File: src/rtl/nvbank_pkg.sv
// Shared constants for the shadowed register bank: address regions,
// page geometry and factory contents of the shadowed page.
package nvbank_pkg;
    localparam int BYTE_W      = 8;
    localparam int PAGE_BYTES  = 8;
    localparam int USER_PAGES  = 8;
    localparam int NUM_PAGES   = USER_PAGES + 1;     // last page is the shadowed one
    localparam int PAGE_IDX_W  = $clog2(NUM_PAGES);
    localparam int NUM_PINS    = 4;

    localparam logic [4:0] SHADOW_HI   = 5'b11110;   // F0h..F7h
    localparam logic [7:0] USER_END    = 8'h40;
    localparam logic [7:0] ADDR_STATUS = 8'hF8;
    localparam logic [7:0] ADDR_MODE   = 8'hF9;
    localparam logic [7:0] SCR_FIRST   = 8'hFA;

    localparam logic [PAGE_IDX_W-1:0] SHADOW_PAGE = PAGE_IDX_W'(NUM_PAGES - 1);

    typedef logic [PAGE_BYTES-1:0][BYTE_W-1:0] page_t;

    // Factory contents of the shadowed page: delay 03h, pin controls 01h.
    function automatic page_t factory_shadow();
        page_t p;
        p = '0;
        p[1] = 8'h03;
        for (int i = 4; i < 8; i++) p[i] = 8'h01;
        return p;
    endfunction
endpackage

File: src/rtl/nvbank_store.sv
// Backing storage model: NUM_PAGES pages of 8 bytes, written a whole page
// at a time. Not cleared by reset; holds factory contents from time zero.
// Assumes the caller issues at most one page write per cycle.
module nvbank_store
    import nvbank_pkg::*;
(
    input  logic                  clk,
    input  logic [PAGE_IDX_W-1:0] rd_idx,
    output page_t                 rd_page,
    output page_t                 shadow_page,
    input  logic                  wr_en,
    input  logic [PAGE_IDX_W-1:0] wr_idx,
    input  page_t                 wr_page
);
    page_t mem [NUM_PAGES];

    // Factory programming of the storage array.
    initial begin
        for (int p = 0; p < NUM_PAGES - 1; p++) mem[p] = '0;
        mem[NUM_PAGES-1] = factory_shadow();
    end

    // Whole-page write at the end of a commit.
    always_ff @(posedge clk) begin
        if (wr_en) mem[wr_idx] <= wr_page;
    end

    assign rd_page     = mem[rd_idx];
    assign shadow_page = mem[NUM_PAGES-1];
endmodule

File: src/rtl/nvbank_timer.sv
// Commit write-time counter: busy for exactly CYCLES clocks after start,
// with a done pulse in the last busy cycle. Assumes start only when idle.
module nvbank_timer #(
    parameter int CYCLES = 50
) (
    input  logic clk,
    input  logic rst_n,
    input  logic start,
    output logic busy,
    output logic done
);
    localparam int CW = $clog2(CYCLES + 1);
    logic [CW-1:0] cnt_q;

    // Load on start, count down to zero.
    always_ff @(posedge clk) begin
        if (!rst_n)                 cnt_q <= '0;
        else if (start && !busy)    cnt_q <= CW'(CYCLES);
        else if (busy)              cnt_q <= cnt_q - 1'b1;
    end

    assign busy = (cnt_q != '0);
    assign done = (cnt_q == CW'(1));

    AST_CNT_BOUND: assert property (@(posedge clk) disable iff (!rst_n)
        cnt_q <= CW'(CYCLES));
    AST_DONE_ENDS: assert property (@(posedge clk) disable iff (!rst_n)
        (done && !start) |=> !busy);
endmodule

File: src/rtl/nvbank_top.sv
// Shadowed register bank: working copies for the pin controls and shadowed
// bytes, a page buffer for committed writes, recall after reset, and
// whole-page commit after txn_end. Assumes txn_end follows the last
// request of a transaction, and that rd_data is sampled combinationally.
module nvbank_top
    import nvbank_pkg::*;
#(
    parameter int COMMIT_CYCLES = 50
) (
    input  logic                clk,
    input  logic                rst_n,
    input  logic                req_valid,
    input  logic                req_write,
    input  logic [BYTE_W-1:0]   req_addr,
    input  logic [BYTE_W-1:0]   req_wdata,
    input  logic                txn_end,
    output logic [BYTE_W-1:0]   rd_data,
    output logic                busy,
    input  logic [NUM_PINS-1:0] pin_in,
    output logic [NUM_PINS-1:0] pullup_en,
    output logic [NUM_PINS-1:0] pulldown_en
);
    logic                  mode_q;        // 1 = volatile shadow writes
    logic                  recall_q;
    page_t                 work_q;
    logic [BYTE_W-1:0]     scr_q [PAGE_BYTES];
    logic                  pend_q;
    logic [PAGE_IDX_W-1:0] pend_page_q;
    page_t                 pbuf_q;
    page_t                 page_rd, shadow_rd, first_buf;
    logic                  t_busy, t_done, t_start;
    logic                  is_user, is_shadow, commit_cls, wr_ok;
    logic [BYTE_W-1:0]     eff_addr;
    logic [PAGE_IDX_W-1:0] req_page;

    // Address classification and page redirection for committed writes.
    always_comb begin
        is_user    = (req_addr < USER_END);
        is_shadow  = (req_addr[7:3] == SHADOW_HI);
        commit_cls = is_user || (is_shadow && !mode_q);
        req_page   = is_shadow ? SHADOW_PAGE : PAGE_IDX_W'(req_addr[5:3]);
        if (pend_q && commit_cls)
            eff_addr = (pend_page_q == SHADOW_PAGE)
                     ? {SHADOW_HI, req_addr[2:0]}
                     : {2'b00, pend_page_q[2:0], req_addr[2:0]};
        else
            eff_addr = req_addr;
        first_buf = page_rd;
        first_buf[req_addr[2:0]] = req_wdata;
    end

    assign busy    = t_busy || recall_q;
    assign wr_ok   = req_valid && req_write && !busy;
    assign t_start = txn_end && pend_q && !busy;

    // Working copies, mode bit, scratch bytes and post-reset recall.
    always_ff @(posedge clk) begin
        if (!rst_n) begin
            recall_q <= 1'b1;
            mode_q   <= 1'b0;
            work_q   <= '0;
            for (int i = 0; i < PAGE_BYTES; i++) scr_q[i] <= '0;
        end else if (recall_q) begin
            work_q   <= shadow_rd;
            recall_q <= 1'b0;
        end else if (wr_ok) begin
            if (eff_addr[7:3] == SHADOW_HI) work_q[eff_addr[2:0]] <= req_wdata;
            if (req_addr == ADDR_MODE)      mode_q <= req_wdata[0];
            if (req_addr >= SCR_FIRST)      scr_q[req_addr[2:0]] <= req_wdata;
        end
    end

    // Page buffer collecting committed writes of the current transaction.
    always_ff @(posedge clk) begin
        if (!rst_n) begin
            pend_q      <= 1'b0;
            pend_page_q <= '0;
            pbuf_q      <= '0;
        end else if (t_done) begin
            pend_q <= 1'b0;
        end else if (wr_ok && commit_cls) begin
            if (!pend_q) begin
                pbuf_q      <= first_buf;
                pend_q      <= 1'b1;
                pend_page_q <= req_page;
            end else begin
                pbuf_q[eff_addr[2:0]] <= req_wdata;
            end
        end
    end

    // Read multiplexer over all address regions.
    always_comb begin
        if (is_user)                    rd_data = page_rd[req_addr[2:0]];
        else if (is_shadow)             rd_data = work_q[req_addr[2:0]];
        else if (req_addr == ADDR_STATUS) rd_data = {4'b0000, pin_in};
        else if (req_addr == ADDR_MODE) rd_data = {7'b0, mode_q};
        else if (req_addr >= SCR_FIRST) rd_data = scr_q[req_addr[2:0]];
        else                            rd_data = '0;
    end

    // Pin drive from working copies, released until recall completes.
    assign pullup_en = recall_q ? '0 : work_q[0][NUM_PINS-1:0];
    for (genvar g = 0; g < NUM_PINS; g++) begin : g_pd
        assign pulldown_en[g] = !recall_q && !work_q[7-g][0];
    end

    nvbank_store u_store (
        .clk        (clk),
        .rd_idx     (req_page),
        .rd_page    (page_rd),
        .shadow_page(shadow_rd),
        .wr_en      (t_done),
        .wr_idx     (pend_page_q),
        .wr_page    (pbuf_q)
    );

    nvbank_timer #(.CYCLES(COMMIT_CYCLES)) u_timer (
        .clk  (clk),
        .rst_n(rst_n),
        .start(t_start),
        .busy (t_busy),
        .done (t_done)
    );

    AST_COMMIT_START: assert property (@(posedge clk) disable iff (!rst_n)
        (txn_end && pend_q && !busy) |=> t_busy);
    AST_BUSY_REJECT: assert property (@(posedge clk) disable iff (!rst_n)
        (t_busy && req_valid && req_write) |=> $stable(work_q));
    AST_IDLE_END: assert property (@(posedge clk) disable iff (!rst_n)
        (txn_end && !pend_q && !busy) |=> !busy);
    AST_STATUS_HI: assert property (@(posedge clk) disable iff (!rst_n)
        (req_addr == ADDR_STATUS) |-> (rd_data[7:4] == 4'b0000));
    AST_RECALL_RELEASE: assert property (@(posedge clk) disable iff (!rst_n)
        $past(!rst_n) |-> (pullup_en == '0 && pulldown_en == '0));
endmodule

File: config.mk
export PLATFORM = sky130hd
export DESIGN_NAME = nvbank_top
export DESIGN_NICKNAME = d
export VERILOG_FILES = /design/src/rtl/nvbank_pkg.sv /design/src/rtl/nvbank_store.sv /design/src/rtl/nvbank_timer.sv /design/src/rtl/nvbank_top.sv
export SDC_FILE = /design/constraint.sdc
export NUM_CORES = 1
export LEC_CHECK = 0
export BUFFER_PORTS_ARGS = -buffer_cell sky130_fd_sc_hd__buf_2
export CAP_MARGIN = 20
export CORE_UTILIZATION = 40
export CTS_BUF_LIST = sky130_fd_sc_hd__clkbuf_16
export DETAILED_ROUTE_END_ITERATION = 8
export MAX_ROUTING_LAYER = met4
export PLACE_DENSITY = 0.64
export SYNTH_ARGS = -nofsm -noshare
export SYNTH_HDL_FRONTEND = slang
export SYNTH_SLANG_ARGS = --single-unit
File: constraint.sdc
create_clock -name clk -period 9.5 [get_ports clk]
set_input_delay 1.425 -clock clk [delete_from_list [all_inputs] [get_ports clk]]
set_output_delay 1.425 -clock clk [all_outputs]
set_load 0.02 [all_outputs]
# Yosys cells after proc, flatten, opt, wreduce, memory -nomap -nowiden
# Memory sizes are Yosys's and may differ from the RTL's.
# Index checks and enable logic that the tools add are counted.
# Widths: inputs -> output; s select.
[word_totals]
regBits = 141
ram_bits = 640
in_bits = 25
out_inout_bits = 17
n_memories = 2
[memory_table]
columns = ["memory", "words", "width", "read_ports", "rd_ports_with_merged_regs", "wr", "line", "rtl"]
rows = [
  ["u_store.mem", 9, 64, 2, 0, 1, "nvbank_store.sv:15", "page_t mem [NUM_PAGES];"],
  ["scr_q", 8, 8, 1, 0, 8, "nvbank_top.sv:26", "logic [BYTE_W-1:0] scr_q [PAGE_BYTES];"],
]
[op_classes]
addsub = 1
n_lt_le_gt_ge = 6
n_eq_ne = 6
mux = 37
n_bitwise = 4
reduce_logical = 35
[ops]
columns = ["cell", "count"]
rows = [
  ["$mux 64", 4],
  ["$bwmux 64", 3],
  ["$mux 8", 12],
  ["$bmux 8 s3", 2],
  ["$demux 8 s3", 2],
  ["$eq 8x8->1 const B", 2],
  ["$logic_and 1x1->1", 14],
  ["$mux 6", 2],
  ["$eq 5x5->1 const B", 2],
  ["$mux 1", 9],
  ["$ge 8x8->1 const B", 1],
  ["$logic_not 1->1", 8],
  ["$lt 3x4->1 const B", 2],
  ["$lt 8x7->1 const B", 1],
  ["$mux 4", 2],
  ["$reduce_or 8->1", 1],
  ["$eq 6x1->1 const B", 1],
  ["$ge 3x1->1 const B", 2],
  ["$reduce_and 3->1", 2],
  ["$reduce_bool 2->1", 3],
  ["$reduce_bool 6->1", 1],
  ["$sub 6x1->6 const B", 1],
  ["$eq 4x4->1 const B", 1],
  ["$not 1->1", 4],
  ["other kinds (4)", 7],
]

# Logic depth before layout (Yosys ltp)
# Gate-level depths: netlist of the first run.
[logic_depth]
ltp_word = 13
ltp_mapped = 11
mapped_depth_nobuf = 7

# Cells and area by module
# From an unflattened synthesis of the first run, not the netlist that was laid out.
[unflattened]
hier_cells = 2276
area_unflattened_um2 = 33115.5
[modules_own_cells]
columns = ["mod", "instances", "cells_per_inst", "area_per_inst_um2", "seq_area_each_um2"]
rows = [
  ["nvbank_store", 1, 1176, 22630.5, 17296.6],
  ["nvbank_top", 1, 1062, 10157.2, 4144.0],
  ["nvbank_timer", 1, 38, 327.8, 120.1],
]

# Worst setup path before layout of the first run
# Ideal clock, no wire load.
[synth_timing]
path_kind = "register to register"
from = "reg u_timer.cnt_q[5]"
to = "mem u_store.mem[4][0] (netlist name), enable pin"
t_arrival_ns = 6.951
required_ns = 8.856
setup_slack_ns = 1.905
stages_incl_launch_ff = 4
path_cell_list = "dfxtp_1 nor4_4 nand2_1 nor4_1"
[synth_via]
elab_chain_cells = 3
[synth_rtl]
columns = ["item", "line", "rtl"]
rows = [
  ["start: declaration", "nvbank_timer.sv:13", "logic [CW-1:0] cnt_q;"],
  ["start signal: assignment", "nvbank_timer.sv:18", "else if (start && !busy) cnt_q <= CW'(CYCLES);"],
  ["start signal: assignment", "nvbank_timer.sv:19", "else if (busy) cnt_q <= cnt_q - 1'b1;"],
  ["$eq 6x1->1", "nvbank_timer.sv:23", "assign done = (cnt_q == CW'(1));"],
  ["$mux 1", "nvbank_store.sv:25", "if (wr_en) mem[wr_idx] <= wr_page;"],
  ["$mux 1 (not written as such)", "nvbank_store.sv:25", ""],
  ["end: declaration", "nvbank_store.sv:15", ""],
]
# Every way passes these cells.

# Final worst setup path of the first run
[layout_timing]
from = "in req_addr[5]"
to = "out rd_data[7]"
[layout_via]
elab_chain_cells = 6
[layout_rtl]
columns = ["item", "line", "rtl"]
rows = [
  ["start: declaration", "nvbank_top.sv:14", "input logic [BYTE_W-1:0] req_addr,"],
  ["$eq 5x5->1 / $ge 8x8->1 (equally long branches)", "nvbank_top.sv:39, nvbank_top.sv:98", ""],
  ["$mux 4 / $mux 8 (equally long branches)", "nvbank_top.sv:41, nvbank_top.sv:98", ""],
  ["$mem_v2 9x64 / $mux 8 (equally long branches)", "--", ""],
  ["$bmux 8 s3 / $mux 8 (equally long branches)", "nvbank_top.sv:94, nvbank_top.sv:96", ""],
  ["$mux 8 (on tied branches)", "nvbank_top.sv:94, nvbank_top.sv:95", ""],
  ["$mux 8 (*)", "nvbank_top.sv:94", "if (is_user) rd_data = page_rd[req_addr[2:0]];"],
  ["end: declaration", "nvbank_top.sv:17", "output logic [BYTE_W-1:0] rd_data,"],
]
# Every way passes the cells marked *; elsewhere a longest branch is shown, timed or not. The select of a mux whose other input is x is not followed.

==> flow_summary.json, run 1 <==
{
  "criticalPathCategory": "in -> out",
  "wl_met2_um": 46300,
  "syn_inst": 2234,
  "dr.max_layer_used": "met4",
  "powerDensity_mw_per_mm2": 212,
  "critical_path_buf_inv_count": 3,
  "synth_edf_count": 624,
  "via_count": 20955,
  "utilization": 0.451,
  "worstPathMaxFanout": 58,
  "die-area_mm2": 0.0812,
  "cts-root-buf": "clkbuf_16",
  "holdWs_ps": 494,
  "hold_path_class": "reg -> reg",
  "p_leak_nw": 11.6,
  "hold_violations": 0,
  "ys_seq_elements": 765,
  "finalClockSkew_ps": 38.1,
  "drc": 0,
  "crit_family": "buffers and inverters",
  "avgSynthCellArea_um2": 14.3,
  "setup_slack_ps": 3060,
  "drtPass1Iterations": 6,
  "worstPathRequired_ps": 8080,
  "drt_iter0_markers": 3081,
  "worstMarginPinSlew_ps": 1190,
  "endpoint_kind": "output port",
  "rows": 103,
  "start_kind": "input port",
  "core-area_mm2": 0.0791,
  "maxCapViolations": 0,
  "mappedNetlistArea_mm2": 0.0320,
  "crit_path_cell_trace": "buf_6 > buf_4 > nand2b_1 > a311oi_1 > nor3_1 > o32ai_1 > a2111oi_2 > nor3_1 > buf_2",
  "drt_wl_total_um": 102000,
  "met1_length_um": 41100,
  "wl_met3_um": 10500,
  "setup_tns_ps": 0,
  "yosys.area.top_type_share": 0.585,
  "antenna_left": 0,
  "cts_resized": 0,
  "power_mw": 7.56,
  "gp_congestion": 1.01,
  "post-place-ws_ps": 3150,
  "portBuffers": 41,
  "yosysTopAreaCell": "edfxtp_1",
  "most-common-layout-cells": "624 x edfxtp_1, 188 x nor2_1, 165 x nand2_1, 140 x dfxtp_1, 139 x o21ai_0",
  "final-max-slew-violation-count": 0,
  "wl_per_cell_um": 30.4,
  "setup_viol": 0,
  "slew_headroom": 0.206,
  "grt_pass1_wl_um": 148000,
  "crit_path_top_delay_cell": "buf_4",
  "dp_hpwl_um": 65600,
  "first_global_vias": 20342,
  "status": "completed",
  "grt-ovfl-total": 0,
  "antenna_found_initial": 2,
  "track_usage": 0.259,
  "layout-drive-gt1-share": 0.164,
  "grt_setup_unrepaired": "no",
  "cts_tree": "built",
  "final.min_clock_period_ps": 6440,
  "critPathMaxStageDelay_ps": 700,
  "clkTransAtPathRegs_ps": 60,
  "fp.dieW_um": 285,
  "yosysUniqueCellTypes": 87,
  "worst_path_most_repeated_cell": "nor3_1",
  "fillers": 6968,
  "nets": 2283,
  "vias_per_cell": 6.22,
  "chipHeight_um": 285,
  "synth_area_leaders": "edfxtp_1 59%, dfxtp_1 8.8%, mux4_2 5.7%, mux2i_1 4.0%, nor2_1 2.2%",
  "ir_drop_v": 0.000125,
  "synth_nets": 2262,
  "boundaryPins": 42,
  "post_cts_buffers": 0,
  "h-tree-depth": 3,
  "arrival_ps": 5010,
  "yosys_warnings": 0,
  "final_common_cell": "edfxtp_1",
  "clock_path_buffers": 3,
  "start_util": 0.405,
  "grt_start_max_net_pins": 67,
  "post-route-period-util": 0.677,
  "seq_area_frac_synth": 0.674,
  "numCtsBuffers": 78,
  "fmax_mhz": 155,
  "hold_buffers": 0,
  "clock_sinks": 765,
  "ys.flop_type": "edfxtp_1",
  "async_reset_ff_frac": 0,
  "clock_latency_ps": 660,
  "area_growth_pct": 11.6
}
power breakdown:
| part | switching (mW) | internal (mW) | total (mW) |
|---|---|---|---|
| clock network | 1.31 | 1.75 | 3.05 |
| registers | 0.0758 | 3.74 | 3.82 |
| logic | 0.473 | 0.215 | 0.689 |
metal layers:
metal,track usage,vias to the layer above
li1,-,8794
met1,0.346,10556
met2,0.386,1355
met3,0.0526,250
met4,0.106,0
met5,-,-
kinds of logic after synthesis:
logic type / share of synthesized area
flip-flops: 0.674
AO/OA/AOI/OAI: 0.115
AND/OR/NAND/NOR: 0.0695
multiplexers: 0.112
buffers and inverters: 0.0274
XOR/XNOR: 0.000821
adder cells (fa/ha/maj): 0.00117
worst paths after layout:
path,to,cells after the start,start,slack (ps)
worst max-delay path,rd_data[7],9,req_addr[5],3060
worst min-delay path,work_q[7],2,work_q[7],490
worst max register to register,pbuf_q[7],8,recall_q,5630
worst min register to register,work_q[7],2,work_q[7],490
layout make-up:
type / count / area [um^2] / area share
clock buffers: 80 / 2000 / 0.0560
diodes: 1 / 2.50 / 0.0000701
repair buffers: 98 / 652 / 0.0182
clock inverters: 65 / 514 / 0.0144
inverters: 12 / 45.0 / 0.00126
multi-input cells: 1300 / 9630 / 0.270
flip-flops and latches: 765 / 21600 / 0.604
well taps: 1050 / 1310 / 0.0368
through the flow:
step	area (um^2)	std cells
after floorplan	32000	2234
after global placement	33200	3225
after detailed placement	33200	3225
after CTS	35700	3370
after global routing	35700	3371
final	35700	3371
cell usage after synthesis, types with 11 or more instances:
cell / number
a31oi_1: 53
a21oi_1: 97
clkbuf_1: 68
nor3_1: 24
nand3_1: 21
dfxtp_1: 141
and3_1: 28
o211ai_1: 27
mux2_2: 31
edfxtp_1: 624
o221ai_1: 12
mux2i_1: 127
nor2_1: 191
nor2b_1: 14
o22ai_1: 37
mux4_2: 81
buf_6: 17
nand2_1: 165
a211oi_1: 52
o21ai_0: 140
buf_2: 48
a22oi_1: 27
buf_1: 11
worst min-delay path: stages, from the launching register on:
cell     delay (ps)
dfxtp_1         310
nand2_1          60
a31oi_1          70
registers in the layout, indices dropped and copies added, names as in the netlist:
signal and count:
pend_q 1, scr_q 48, pbuf_q 64, u_store.mem 576
work_q 64, u_timer.cnt_q 6, pend_page_q 4, mode_q 1
recall_q 1
No activity file was read; power rests on OpenSTA's default activity.
==> inputs of run 2 (changes only) <==
--- a/config.mk
+++ b/config.mk
@@ -5,13 +5,14 @@
 export SDC_FILE = /design/constraint.sdc
 export NUM_CORES = 1
 export LEC_CHECK = 0
+export ABC_AREA = 1
 export BUFFER_PORTS_ARGS = -buffer_cell sky130_fd_sc_hd__buf_2
 export CAP_MARGIN = 20
 export CORE_UTILIZATION = 40
 export CTS_BUF_LIST = sky130_fd_sc_hd__clkbuf_16
 export DETAILED_ROUTE_END_ITERATION = 8
 export MAX_ROUTING_LAYER = met4
-export PLACE_DENSITY = 0.64
+export PLACE_DENSITY = 0.66
 export SYNTH_ARGS = -nofsm -noshare
 export SYNTH_HDL_FRONTEND = slang
 export SYNTH_SLANG_ARGS = --single-unit
==> constraint.sdc (replaced) <==
create_clock -name clk -period 5.65 [get_ports clk]
set_input_delay 0.8475 -clock clk [delete_from_list [all_inputs] [get_ports clk]]
set_output_delay 0.8475 -clock clk [all_outputs]
set_load 0.02 [all_outputs]
==> flow_summary.json, run 2 <==
{
  "status": "completed",
  "p_int_mw": 9.70,
  "reg_top3": "u_store.mem x576, pbuf_q x64, work_q x64",
  "avgSynthCellArea_um2": 9.56,
  "post-place-ws_ps": 1370,
  "h-tree-depth": 3,
  "fmax_mhz": 230,
  "hold_buffers": 0,
  "grt_pass1_wl_um": 151000,
  "power.share.combinational": 0.091,
  "synth_common_cells": "827 x nand2_1, 636 x edfxtp_1, 558 x nor2_1, 328 x o21ai_0, 267 x inv_1",
  "maxCapViolations": 0,
  "post_cts_buffers": 0,
  "powerDensity_mw_per_mm2": 337,
  "cts_resized": 0,
  "layout-drive-gt1-share": 0.0843,
  "start_util": 0.407,
  "hold_path_class": "reg -> reg",
  "clkTransAtPathRegs_ps": 60,
  "area_growth_pct": 11.6,
  "cts_tree": "built",
  "crit_path_cell_trace": "buf_6 > clkinv_2 > buf_12 > buf_4 > or2_2 > nand2_1 > nand3_1 > nand3_1 > nand2_1 > nand2_1 > nand4_1 > nand3_1 > nand2_1 > buf_2",
  "boundaryPins": 42,
  "via_count": 25769,
  "crit_start": "req_addr[3]",
  "first_global_vias": 23986,
  "criticalPathCategory": "in -> out",
  "ys.flop_type": "edfxtp_1",
  "slew_headroom": 0.252,
  "yosysMostFrequentCell": "nand2_1",
  "post-route-period-util": 0.769,
  "switching_share": 0.246,
  "numPlacedInstances": 4616,
  "numCtsBuffers": 81,
  "synth_area_leaders": "edfxtp_1 56%, nand2_1 9.1%, dfxtp_1 8.3%, nor2_1 6.1%, o21ai_0 4.8%",
  "setup_slack_ps": 1310,
  "crit_path_top_delay_cell": "clkinv_2",
  "power_frac_seq": 0.504,
  "mappedNetlistArea_mm2": 0.0342,
  "crit_end": "rd_data[2]",
  "drc": 0,
  "async_reset_ff_frac": 0,
  "stdcell_count": 4771,
  "yosys_warnings": 0,
  "finalClockSkew_ps": 20.5,
  "drtPass1Iterations": 6,
  "synth_edf_count": 636,
  "dp_hpwl_um": 61500,
  "yosys.area.top_type_share": 0.559,
  "final-max-slew-violation-count": 0,
  "power.share.clock": 0.405,
  "grt-ovfl-total": 0,
  "regMostFlops": "u_store.mem",
  "worst_path_most_repeated_cell": "nand2_1",
  "fp.dieW_um": 294,
  "vias_per_cell": 5.40,
  "arrival_ps": 3500,
  "reg2reg_depth": 10,
  "holdWs_ps": 487,
  "r2r_slack_ps": 2260,
  "crit_family": "buffers and inverters",
  "core-area_mm2": 0.0841,
  "multiInputGateArea_mm2": 0.0105,
  "chipHeight_um": 294,
  "final_common_cell": "nand2_1",
  "final.min_clock_period_ps": 4340,
  "largest_reg_flops": 576,
  "grt_setup_unrepaired": "no",
  "seq_area_mm2": 0.0219,
  "clock_latency_ps": 640,
  "yosysTopAreaCell": "edfxtp_1",
  "drt_wl_total_um": 101000,
  "track_usage": 0.238,
  "nets": 3595,
  "ir_drop_v": 0.000279,
  "most-common-layout-cells": "826 x nand2_1, 636 x edfxtp_1, 557 x nor2_1, 328 x o21ai_0, 284 x inv_1",
  "critPathMaxStageDelay_ps": 410,
  "setup_viol": 0,
  "yosysUniqueCellTypes": 48,
  "p_switching_mw": 3.16,
  "portBuffers": 41,
  "antenna_found_initial": 6,
  "die-area_mm2": 0.0866,
  "hold_violations": 0,
  "fillers": 7898,
  "rows": 106,
  "wl_per_cell_um": 21.1,
  "worstPathMaxFanout": 79,
  "endpoint_kind": "output port",
  "cts-root-buf": "clkbuf_16",
  "power_mw": 12.9,
  "start_kind": "input port",
  "critical_path_buf_inv_count": 5,
  "worstPathRequired_ps": 4800,
  "cp.depth": 14,
  "grt_start_max_net_pins": 150,
  "antenna_left": 0,
  "whs_path_depth": 2,
  "r2r_start": "recall_q",
  "clock_path_buffers": 3,
  "gp_congestion": 1.00,
  "syn_inst": 3577,
  "clock_sinks": 777,
  "p_leak_nw": 14.4,
  "ys_seq_elements": 777,
  "seq_area_frac_synth": 0.641,
  "drt_iter0_markers": 3213,
  "worstReg2RegEnd": "pbuf_q[60]",
  "worstMarginPinSlew_ps": 1120
}
-- run 2: changes by cell type after synthesis, sizes merged, moves of 57 or more --
| cell | change |
|---|---|
| a21oi | +108 |
| mux4 | -86 |
| nand2 | +664 |
| inv | +266 |
| clkbuf | +57 |
| nand3 | +193 |
| nor2 | +375 |
| o21ai | +192 |
| mux2i | -127 |
-- run 2: cells by family after synthesis --
kind of cell               after synthesis  share of synthesized area
adders and majority gates                3                    0.00110
and+or+nand+nor                       1696                      0.206
other                                    1                   0.000110
buffers and inverters                  486                     0.0559
DFF                                    777                      0.641
xor gates and xnor gates                 2                   0.000512
AOI/OAI and AO/OA                      612                     0.0955
-- run 2: area by class of cell --
| type | instances | area share |
|---|---|---|
| Sequential cell | 777 | 0.574 |
| Multi-Input combinational cell | 2325 | 0.274 |
| Clock buffer | 84 | 0.0551 |
| Tap cell | 1134 | 0.0372 |
| Inverter | 281 | 0.0279 |
| Timing Repair Buffer | 101 | 0.0189 |
| Clock inverter | 64 | 0.0123 |
| Antenna cell | 5 | 0.000328 |
-- run 2: worst min path at each step --
stage	end	start	slack, ps
final	u_timer.cnt_q[0]	u_timer.cnt_q[0]	490
after global routing	u_timer.cnt_q[0]	u_timer.cnt_q[0]	500
after CTS	u_timer.cnt_q[0]	u_timer.cnt_q[0]	490
after detailed placement	u_timer.cnt_q[0]	u_timer.cnt_q[0]	480
after global placement	u_timer.cnt_q[0]	u_timer.cnt_q[0]	470
after floorplan	u_timer.cnt_q[0]	u_timer.cnt_q[0]	460
-- run 2: power by group through the flow --
stage | logic (mW) | clock network, mW | registers, mW
2_1_floorplan | 0.760 | 0 | 6.58
3_3_place_gp | 1.14 | 0 | 6.60
3_5_place_dp | 1.15 | 0 | 6.60
4_1_cts | 1.15 | 5.25 | 6.48
5_1_grt | 1.28 | 5.45 | 6.50
6_report | 1.17 | 5.21 | 6.49
-- run 2: stage by stage --
step                      setup TNS, ps   util  instance area, um^2
final                                 0  0.454                38200
after global routing                  0  0.454                38200
after CTS                             0  0.454                38100
after detailed placement              0  0.423                35600
after global placement                0  0.423                35600
after floorplan                 -723850      -                34200
-- run 2: worst min-delay path: cells and delay by family (launching register included) --
family | cells | cell delay (ps)
flops | 1 | 320
simple gates | 1 | 70
compound gates | 1 | 50
-- run 2: routing by layer --
layer | track usage | share of wire | wire length, um | vias to the layer above
met5 | - | 0 | 0 | -
met4 | 0.0847 | 0.035 | 3480 | 0
met3 | 0.0404 | 0.094 | 9450 | 230
met2 | 0.356 | 0.45 | 45100 | 1208
met1 | 0.325 | 0.42 | 42700 | 12352
li1 | - | - | - | 11979
